==> src/rtl/hz_pkg.sv <==
package hz_pkg;
  localparam int CLS_W = 4;
  localparam int REG_W = 4;
  localparam int SEL_W = 2;

  typedef enum logic [CLS_W-1:0] {
    CLS_NOP   = 4'd0,
    CLS_HALT  = 4'd1,
    CLS_ALU   = 4'd2,
    CLS_STORE = 4'd3,
    CLS_LOAD  = 4'd4,
    CLS_JCC   = 4'd5,
    CLS_CALL  = 4'd6,
    CLS_RET   = 4'd7,
    CLS_PUSH  = 4'd8,
    CLS_POP   = 4'd9
  } cls_e;

  typedef enum logic [SEL_W-1:0] {
    SEL_PRED = 2'd0,
    SEL_FALL = 2'd1,
    SEL_RET  = 2'd2
  } pc_sel_e;
endpackage

==> src/rtl/hz_load_use.sv <==
module hz_load_use #(
  parameter int REG_W = 4,
  parameter int CLS_W = 4,
  parameter int NSRC  = 2
) (
  input  logic [CLS_W-1:0]            e_cls_i,
  input  logic [REG_W-1:0]            e_dst_m_i,
  input  logic [NSRC-1:0][REG_W-1:0]  d_src_i,
  output logic                        hit_o
);
  localparam logic [REG_W-1:0] REG_NONE = '1;

  logic            is_load;
  logic [NSRC-1:0] match;

  assign is_load = (e_cls_i == hz_pkg::CLS_LOAD) || (e_cls_i == hz_pkg::CLS_POP);

  for (genvar g = 0; g < NSRC; g++) begin : g_src
    assign match[g] = (d_src_i[g] == e_dst_m_i);
  end

  assign hit_o = is_load && (e_dst_m_i != REG_NONE) && (|match);
endmodule

==> src/rtl/hz_flow.sv <==
module hz_flow #(
  parameter int CLS_W = 4,
  parameter int SEL_W = 2
) (
  input  logic [CLS_W-1:0] d_cls_i,
  input  logic [CLS_W-1:0] e_cls_i,
  input  logic             e_cnd_i,
  input  logic [CLS_W-1:0] m_cls_i,
  input  logic             m_cnd_i,
  input  logic [CLS_W-1:0] w_cls_i,
  output logic             mispred_o,
  output logic             ret_busy_o,
  output logic             halt_busy_o,
  output logic [SEL_W-1:0] pc_sel_o
);
  import hz_pkg::*;

  logic fix_fetch;

  assign mispred_o   = (e_cls_i == CLS_JCC) && !e_cnd_i;
  assign fix_fetch   = (m_cls_i == CLS_JCC) && !m_cnd_i;
  assign ret_busy_o  = (d_cls_i == CLS_RET) || (e_cls_i == CLS_RET) || (m_cls_i == CLS_RET);
  assign halt_busy_o = (d_cls_i == CLS_HALT) || (e_cls_i == CLS_HALT) || (m_cls_i == CLS_HALT);

  always_comb begin
    pc_sel_o = SEL_PRED;
    if (fix_fetch)                pc_sel_o = SEL_FALL;
    else if (w_cls_i == CLS_RET)  pc_sel_o = SEL_RET;
  end
endmodule

==> src/rtl/hz_ctrl.sv <==
module hz_ctrl #(
  parameter int CLS_W = hz_pkg::CLS_W,
  parameter int REG_W = hz_pkg::REG_W,
  parameter int SEL_W = hz_pkg::SEL_W
) (
  input  logic [CLS_W-1:0] d_cls_i,
  input  logic [REG_W-1:0] d_src_a_i,
  input  logic [REG_W-1:0] d_src_b_i,
  input  logic [CLS_W-1:0] e_cls_i,
  input  logic             e_cnd_i,
  input  logic [REG_W-1:0] e_dst_m_i,
  input  logic [CLS_W-1:0] m_cls_i,
  input  logic             m_cnd_i,
  input  logic [CLS_W-1:0] w_cls_i,
  output logic             stall_f_o,
  output logic             stall_d_o,
  output logic             bubble_d_o,
  output logic             bubble_e_o,
  output logic [SEL_W-1:0] pc_sel_o
);
  localparam int NSRC = 2;

  logic load_use, mispred, ret_busy, halt_busy;

  hz_load_use #(.REG_W(REG_W), .CLS_W(CLS_W), .NSRC(NSRC)) u_lu (
    .e_cls_i   (e_cls_i),
    .e_dst_m_i (e_dst_m_i),
    .d_src_i   ({d_src_b_i, d_src_a_i}),
    .hit_o     (load_use)
  );

  hz_flow #(.CLS_W(CLS_W), .SEL_W(SEL_W)) u_flow (
    .d_cls_i     (d_cls_i),
    .e_cls_i     (e_cls_i),
    .e_cnd_i     (e_cnd_i),
    .m_cls_i     (m_cls_i),
    .m_cnd_i     (m_cnd_i),
    .w_cls_i     (w_cls_i),
    .mispred_o   (mispred),
    .ret_busy_o  (ret_busy),
    .halt_busy_o (halt_busy),
    .pc_sel_o    (pc_sel_o)
  );

  // priority: squash > load-use hold > return/halt freeze
  always_comb begin
    stall_f_o  = 1'b0;
    stall_d_o  = 1'b0;
    bubble_d_o = 1'b0;
    bubble_e_o = 1'b0;
    if (mispred) begin
      bubble_d_o = 1'b1;
      bubble_e_o = 1'b1;
    end else if (load_use) begin
      stall_f_o  = 1'b1;
      stall_d_o  = 1'b1;
      bubble_e_o = 1'b1;
    end else if (ret_busy) begin
      stall_f_o  = 1'b1;
      bubble_d_o = 1'b1;
    end else if (halt_busy) begin
      stall_f_o  = 1'b1;
    end
  end
endmodule

==> config.mk <==
export PLATFORM = sky130hd
export DESIGN_NAME = hz_ctrl
export DESIGN_NICKNAME = d
export VERILOG_FILES = /design/src/rtl/hz_pkg.sv /design/src/rtl/hz_load_use.sv /design/src/rtl/hz_flow.sv /design/src/rtl/hz_ctrl.sv
export SDC_FILE = /design/constraint.sdc
export NUM_CORES = 1
export LEC_CHECK = 0
export CORE_AREA = 3 3 40 42
export DETAILED_ROUTE_END_ITERATION = 8
export DIE_AREA = 0 0 43 45
export DONT_BUFFER_PORTS = 1
export MAX_ROUTING_LAYER = met4
export PLACE_DENSITY = 0.41
export SETUP_SLACK_MARGIN = 0.5
export SLEW_MARGIN = 20
export SYNTH_ARGS = -nofsm -noshare
export SYNTH_HDL_FRONTEND = slang
export SYNTH_SLANG_ARGS = --single-unit
==> constraint.sdc <==
create_clock -name vclk -period 2.1
set_input_delay 0 -clock vclk [all_inputs]
set_output_delay 0 -clock vclk [all_outputs]
set_load 0.02 [all_outputs]
* Word-level counts from Yosys, hierarchy flattened *
Index checks and enable logic that the tools add are counted.

word-level totals
  bits in registers = 0
  bits in latches = 0
  memory bits (writable) = 0
  ROM bits = 0
  input port bits = 30
  output and inout bits = 6
  word-level logic and storage cells = 38
  memories = 0

operators by class
  $add $sub $neg = 0
  multiply operators = 0
  div/mod/pow operators = 0
  order comparisons = 0
  equal/unequal tests = 14
  shift-type cells = 0
  multiplexer cells = 12
  bitwise logic cells = 0
  reductions and logical operators = 12

operators with widths
  kind                number
  $eq 4x3->1 const B  7
  $eq 4x1->1 const B  3
  $mux 1              10
  $eq 4x4->1          2
  $logic_or 1x1->1    5
  $eq 4x4->1 const B  1
  $logic_and 1x1->1   4
  $mux 2              2
  $ne 4x4->1 const B  1
  $logic_not 1->1     2
  $reduce_or 2->1     1

* Depth between registers and ports, before layout *
Gate-level depths: netlist of run 1.

  depth after elaboration = 7
  mapped depth = 4
  gate-level depth less buffers = 4

* Cells and area by module *
From an unflattened synthesis of run 1, not the netlist that was laid out.

second synthesis, totals
  cell total of the unflattened synthesis = 35
  area, all modules = 256.5 sq um

by module, submodules not included
  module       times used  cells an instance  area each (sq um)  seq. area each (sq um)
  hz_load_use  1           15                 117.6              0.0
  hz_flow      1           14                 108.9              0.0
  hz_ctrl      1           6                  30.0               0.0

* Worst setup path before layout of run 1 *
Ideal clock, no wire load.

  kind = input port to output port
  from = in e_dst_m_i[1]
  to = out bubble_e_o
  data arrival time = 954 ps
  required time = 2100 ps
  path slack = 1146 ps
  cell stages on the path = 4
  buffers on the path = 0
  cell sequence = xor2_1 -> nor4_1 -> o211a_1 -> or2_1

between the ends
  word-level cells in the longest chain between the ends = 5
  elaborated cells between the ends (all ways) = 8
  those cells by class = eq/ne: 3; mux: 2; reduce/logical: 3

RTL lines
  element                                               RTL line                              RTL
  from (decl)                                           hz_ctrl.sv:11                         input logic [REG_W-1:0] e_dst_m_i,
  $eq 4x4->1 or $ne 4x4->1 (tied branches)              hz_load_use.sv:19, hz_load_use.sv:22
  $reduce_or 2->1 or $logic_and 1x1->1 (tied branches)  hz_load_use.sv:22                     assign hit_o = is_load && (e_dst_m_i != REG_NONE) && (|match);
  $logic_and 1x1->1 (*)                                 hz_load_use.sv:22
  $mux 1 (*)                                            hz_ctrl.sv:54                         end else if (load_use) begin
  $mux 1 (*)                                            hz_ctrl.sv:51                         if (mispred) begin
  to (decl)                                             hz_ctrl.sv:18                         output logic bubble_e_o,

Mark *: on every way between the ends. The rest lies on a longest branch, timed or not.

* Final worst setup path of run 1 *
Ends and elaborated chain as after synthesis.

==> impl_metrics.py, run 1 <==
metrics = {
    "critical_path": {
        "slowest_stage": "o211a_1",
        "path_max_fanout": 4,
        "worstPathRequired_ns": 2.10,
        "path_class": "input pin to output port",
        "cp.depth": 4,
        "cp-startpoint": "e_dst_m_i[1]",
        "worst_ep_arrival_time_ns": 1.04,
        "critPathBufInv": 0,
        "crit_family": "simple AND/OR/NAND/NOR gates",
        "crit_chain": "xor2_1 -> nor4_1 -> o211a_1 -> or2_1",
        "cp-start-kind": "input pin",
        "endpoint_kind": "output port",
        "slowest_delay_ns": 0.35,
    },
    "place": {
        "placed_area_um2": 272.8,
        "pre_cts_ws_ns": 1.040,
        "numPortBuffers": 0,
        "gp_congestion": 0.6196,
        "dp_hpwl_um": 642.8,
    },
    "route": {
        "via_per_inst": 5.458,
        "final_antenna_net_count": 0,
        "drt_iter0_drc": 5,
        "drt_first_pass_iters": 4,
        "vias": 262,
        "remaining_drc_errors": 0,
        "wl_per_cell_um": 14.42,
        "drt_wl_total_um": 692,
    },
    "run": {
        "cap_violations": 0,
    },
    "timing": {
        "rsz0062_at_grt": "no",
        "min_period_ns": 1.038,
        "fin_crit_sh_pct": 49.43,
        "drv_slew": 0,
        "setup_viol": 0,
        "tns_ns": 0,
        "max_clock_freq_ghz": 0.9633,
        "maxSlewHeadroom_pct": 70.16,
        "setup_ws_ns": 1.062,
        "tightestPinTransition_ns": 0.4491,
        "timing.final.hold_violations": 0,
    },
    "floorplanning": {
        "start_util_pct": 19.77,
        "coreArea_um2": 1285,
        "ios": 36,
        "die_w_um": 43,
        "die_area_um2": 1935,
        "row_count": 13,
        "die_h_um": 45,
    },
    "global_routing": {
        "grt_antenna_before_repair": 0,
        "grt_max_degree": 5,
        "grt_pass1_vias": 257,
        "grt_overflow_total": 0,
        "track_usage_pct": 6.319,
        "grt_pass1_wl_um": 972,
    },
    "pwr": {
        "power.density_nw_per_um2": 141.0,
        "p_leak_nw": 0.1188,
        "ir_worst_vdd_uv": 54.19,
    },
    "synthesis": {
        "synthDistinctLibCells": 20,
        "synth.net_count": 63,
        "syn_inst": 33,
        "synth_seq_area_share_pct": 0,
        "synth_area_um2": 254.0,
        "yosysWarningCount": 0,
        "syn_avg_cell_area_um2": 7.697,
    },
    "worst_hold_path": {
        "hold_end": "pc_sel_o[1]",
        "min_from": "w_cls_i[2]",
        "hold_class": "input pin to output port",
        "holdPathStages": 2,
    },
    "clock_tree": {
        "cts_resized": 0,
        "cts_hold_buf": 0,
        "post_cts_buffers": 0,
    },
    "layout": {
        "fin_area_um2": 272.8,
        "seq_area_um2": 0,
        "clock_buffers": 0,
        "diodes": 0,
        "nNetsFinal": 65,
        "drive_gt1_share_pct": 6.061,
        "seq_cell_count": 0,
        "area_growth_pct": 7.389,
    },
    "outcome": {
        "status": "finished clean",
    },
}
cells in the mapped netlist:
cell,n,area (µm²)
a41oi_1,1,8.760
or3_4,1,11.26
o311ai_1,1,8.760
inv_1,1,3.750
or4b_1,1,10.01
or2_1,1,6.260
nand3b_1,1,7.510
a21oi_1,1,5.000
o21ai_0,1,5.000
nand4b_1,3,26.28
nor2_1,1,3.750
nor4b_1,1,8.760
xor2_1,8,70.07
nand2b_1,3,18.77
o211a_1,2,20.02
nand2_1,1,3.750
nor4_1,2,12.51
o31a_1,1,8.760
a21o_1,1,7.510
buf_4,1,7.510
cell type report:
| type | count | area [µm²] |
|---|---|---|
| well taps | 15 | 18.77 |
| repair buffers | 1 | 7.507 |
| fillers | 147 | 1012 |
| inverters | 1 | 3.754 |
| multi-input cells | 31 | 242.7 |
stage by stage:
| step | hold WS, ns | util, % | std cells | total power, mW |
|---|---|---|---|---|
| 3_5_place_dp | 0.1595 | 21.23 | 48 | 0.03853 |
| 5_1_grt | 0.1791 | 21.23 | 48 | 0.04228 |
| 3_3_place_gp | 0.1635 | 21.23 | 48 | 0.03906 |
| 2_1_floorplan | 0.1508 | - | 33 | 0.03516 |
| 4_1_cts | 0.1609 | 21.23 | 48 | 0.03890 |
| 6_report | 0.1600 | 21.23 | 48 | 0.03845 |
how the worst max path moves through the flow:
| stage | to | slack (ns) |
|---|---|---|
| 2_1_floorplan | bubble_e_o | 1.15 |
| 3_3_place_gp | bubble_e_o | 1.01 |
| 3_5_place_dp | bubble_e_o | 1.04 |
| 4_1_cts | bubble_e_o | 1.04 |
| 5_1_grt | bubble_e_o | 0.95 |
| 6_report | bubble_e_o | 1.06 |
report_power, final:
| part | internal [mW] | switching [mW] | leakage [nW] |
|---|---|---|---|
| clock | 0 | 0 | 0 |
| combinational | 0.0189 | 0.0195 | 0.119 |
| sequential | 0 | 0 | 0 |
| total | 0.0189 | 0.0195 | 0.119 |
logic make-up after synthesis:
kind of cell	share of synthesized area [%]
AOI/OAI and AO/OA	25.12
buffers and inverters	4.433
xor gates and xnor gates	27.59
and+or+nand+nor	42.86
placed cells by master, fill, tap and decap left out:
master,synthesis,layout
buf_4,1,1
o311ai_1,1,1
nand3b_1,1,1
or3_4,1,1
or4b_1,1,1
a21o_1,1,1
xor2_1,8,8
nand4b_1,3,3
o31a_1,1,1
or2_1,1,1
o21ai_0,1,1
a41oi_1,1,1
nor4b_1,1,1
nor4_1,2,2
inv_1,1,1
nand2b_1,3,3
nand2_1,1,1
a21oi_1,1,1
nor2_1,1,1
o211a_1,2,2
layer usage:
| metal | wire [µm] | GRT usage [%] | vias up |
|---|---|---|---|
| met5 | 0 | - | - |
| met4 | 0 | 0 | 0 |
| met3 | 136 | 1.195 | 0 |
| met2 | 291 | 10.18 | 26 |
| met1 | 264 | 8.810 | 108 |
| li1 | - | - | 128 |
Note: power is estimated with default switching activity, not from simulation.
==> inputs of run 2 (changes only) <==
--- a/config.mk
+++ b/config.mk
@@ -5,12 +5,13 @@
 export SDC_FILE = /design/constraint.sdc
 export NUM_CORES = 1
 export LEC_CHECK = 0
+export ABC_AREA = 1
 export CORE_AREA = 3 3 40 42
 export DETAILED_ROUTE_END_ITERATION = 8
 export DIE_AREA = 0 0 43 45
 export DONT_BUFFER_PORTS = 1
 export MAX_ROUTING_LAYER = met4
-export PLACE_DENSITY = 0.41
+export PLACE_DENSITY = 0.52
 export SETUP_SLACK_MARGIN = 0.5
 export SLEW_MARGIN = 20
 export SYNTH_ARGS = -nofsm -noshare
==> constraint.sdc (replaced) <==
create_clock -name vclk -period 1
set_input_delay 0 -clock vclk [all_inputs]
set_output_delay 0 -clock vclk [all_outputs]
set_load 0.02 [all_outputs]
==> impl_metrics.py, run 2 <==
metrics = {
    "timing": {
        "setup_viol": 0,
        "maxSlewHeadroom_pct": 83.98,
        "tns_ns": 0,
        "rsz0062_at_grt": "yes",
        "fin_crit_sh_pct": 58.98,
        "min_period_ns": 0.5898,
        "setup_ws_ns": 0.4102,
        "max_clock_freq_ghz": 1.695,
        "tightestPinTransition_ns": 0.2401,
        "timing.final.hold_violations": 0,
        "drv_slew": 0,
    },
    "floorplanning": {
        "die_w_um": 43,
        "row_count": 13,
        "die_h_um": 45,
        "ios": 36,
        "coreArea_um2": 1285,
        "start_util_pct": 30.87,
        "die_area_um2": 1935,
    },
    "layout": {
        "fillers": 142,
        "area_growth_pct": 44.80,
        "layout_common_cells": "nand2_1, inv_1, nand2_4, nand2_2, nor2_1",
        "nNetsFinal": 119,
        "layout_commonest_cell": "nand2_1",
        "fin_area_um2": 574.3,
        "multi_input_area_um2": 412.9,
        "seq_cell_count": 0,
        "drive_gt1_share_pct": 48.28,
        "seq_area_um2": 0,
        "clock_buffers": 0,
        "diodes": 0,
    },
    "synthesis": {
        "yosysMostFrequentCell": "nand2_1",
        "synth_top_cell_by_area": "nand2_1",
        "synth_seq_area_share_pct": 0,
        "synthTopCellsByCount": "nand2_1, inv_1, nor2_1",
        "syn_avg_cell_area_um2": 4.612,
        "synthDistinctLibCells": 15,
        "syn_inst": 86,
        "synth.net_count": 116,
        "yosysTopAreaCellShare_pct": 33.12,
        "yosysWarningCount": 0,
        "synth_area_leaders": "nand2_1, inv_1, nor2_1",
        "synth_area_um2": 396.6,
    },
    "route": {
        "drt_iter0_drc": 4,
        "wl_per_cell_um": 9.245,
        "final_antenna_net_count": 0,
        "vias": 471,
        "drt_first_pass_iters": 3,
        "drt_wl_total_um": 943,
        "remaining_drc_errors": 0,
        "via_per_inst": 4.618,
    },
    "critical_path": {
        "cp-start-kind": "input pin",
        "slowest_stage": "a21oi_4",
        "path_class": "input pin to output port",
        "path_max_fanout": 4,
        "worstPathRequired_ns": 1.00,
        "worst_ep_arrival_time_ns": 0.59,
        "crit_top_cell": "a21oi_4",
        "crit_chain": "nand3_1 -> nor2_2 -> a21oi_4 -> buf_4 -> a21oi_4",
        "endpoint_kind": "output port",
        "slowest_delay_ns": 0.19,
    },
    "global_routing": {
        "track_usage_pct": 9.308,
        "grt_pass1_wl_mm": 1.462,
        "grt_antenna_before_repair": 0,
        "grt_overflow_total": 0,
        "grt_max_degree": 5,
        "grt_pass1_vias": 413,
    },
    "place": {
        "numPortBuffers": 0,
        "gp_congestion": 0.7337,
        "placed_area_um2": 446.7,
        "pre_cts_ws_ns": 0.3873,
        "dp_hpwl_um": 831,
    },
    "worst_hold_path": {
        "hold_class": "input pin to output port",
    },
    "pwr": {
        "p_leak_nw": 0.3244,
        "power.density_nw_per_um2": 320.5,
        "ir_worst_vdd_uv": 112.3,
    },
    "run": {
        "cap_violations": 0,
    },
    "outcome": {
        "status": "finished clean",
    },
}
[run 2: changes by cell type in the layout (fill, tap and decap cells not counted), moves of 7 or more]
cell     delta
inv_1       +7
nand2_1    +20
nand2_2     +8
nand2_4     +8
nor2_1      +7
xor2_1      -8
[run 2: logic make-up (layout without fill, tap and decap cells)]
group	count (synthesis)	in the layout	share of synthesized area, %
AND/OR/NAND/NOR	63	63	73.82
buffers and inverters	21	22	20.82
AO/OA/AOI/OAI	2	2	5.363
[run 2: final timing paths]
| check | startpoint | to | slack (ns) | cells after the start |
|---|---|---|---|---|
| min | w_cls_i[0] | pc_sel_o[1] | 0.15 | 2 |
| max | e_dst_m_i[2] | bubble_d_o | 0.41 | 5 |
[run 2: final cells by class]
class	instances	share of cell area, %
Timing Repair Buffer	2	2.614
Inverter	20	22.22
Tap cell	15	3.268
Multi-Input combinational cell	65	71.90
[run 2: routing by layer]
layer / GRT usage [%] / wire length [µm] / vias to the layer above
li1: - / - / 256
met1: 10.48 / 343 / 193
met2: 17.66 / 467 / 22
met3: 2.390 / 133 / 0
met4: 0 / 0 / 0
met5: - / 0 / -
[run 2: critical path: cells and delay by family]
| kind | cells | cell delay (ns) |
|---|---|---|
| buf+inv | 1 | 0.14 |
| simple gates | 2 | 0.21 |
| compound gates | 2 | 0.24 |
[run 2: power breakdown]
part           internal, mW  leakage, nW  switching [mW]
sequential                0            0               0
clock                     0            0               0
combinational        0.0812        0.324           0.103
[run 2: metrics by stage]
step | hold slack, ns | utilization [%] | power (mW) | instances
2_1_floorplan | 0.1540 | - | 0.1271 | 86
3_3_place_gp | 0.1626 | 34.76 | 0.1393 | 101
3_5_place_dp | 0.1646 | 34.76 | 0.1403 | 101
4_1_cts | 0.1535 | 37.10 | 0.1528 | 102
5_1_grt | 0.1696 | 44.69 | 0.2061 | 102
6_report | 0.1506 | 44.69 | 0.1841 | 102
[run 2: what timing repair did]
| item | CTS | global route |
|---|---|---|
| buffers inserted | 1 | 0 |
| endpoints found under the setup margin | 6 | 6 |
| hold buffers | 0 | 0 |
| pin swaps | 10 | 21 |
| gates resized for setup | 8 | 38 |
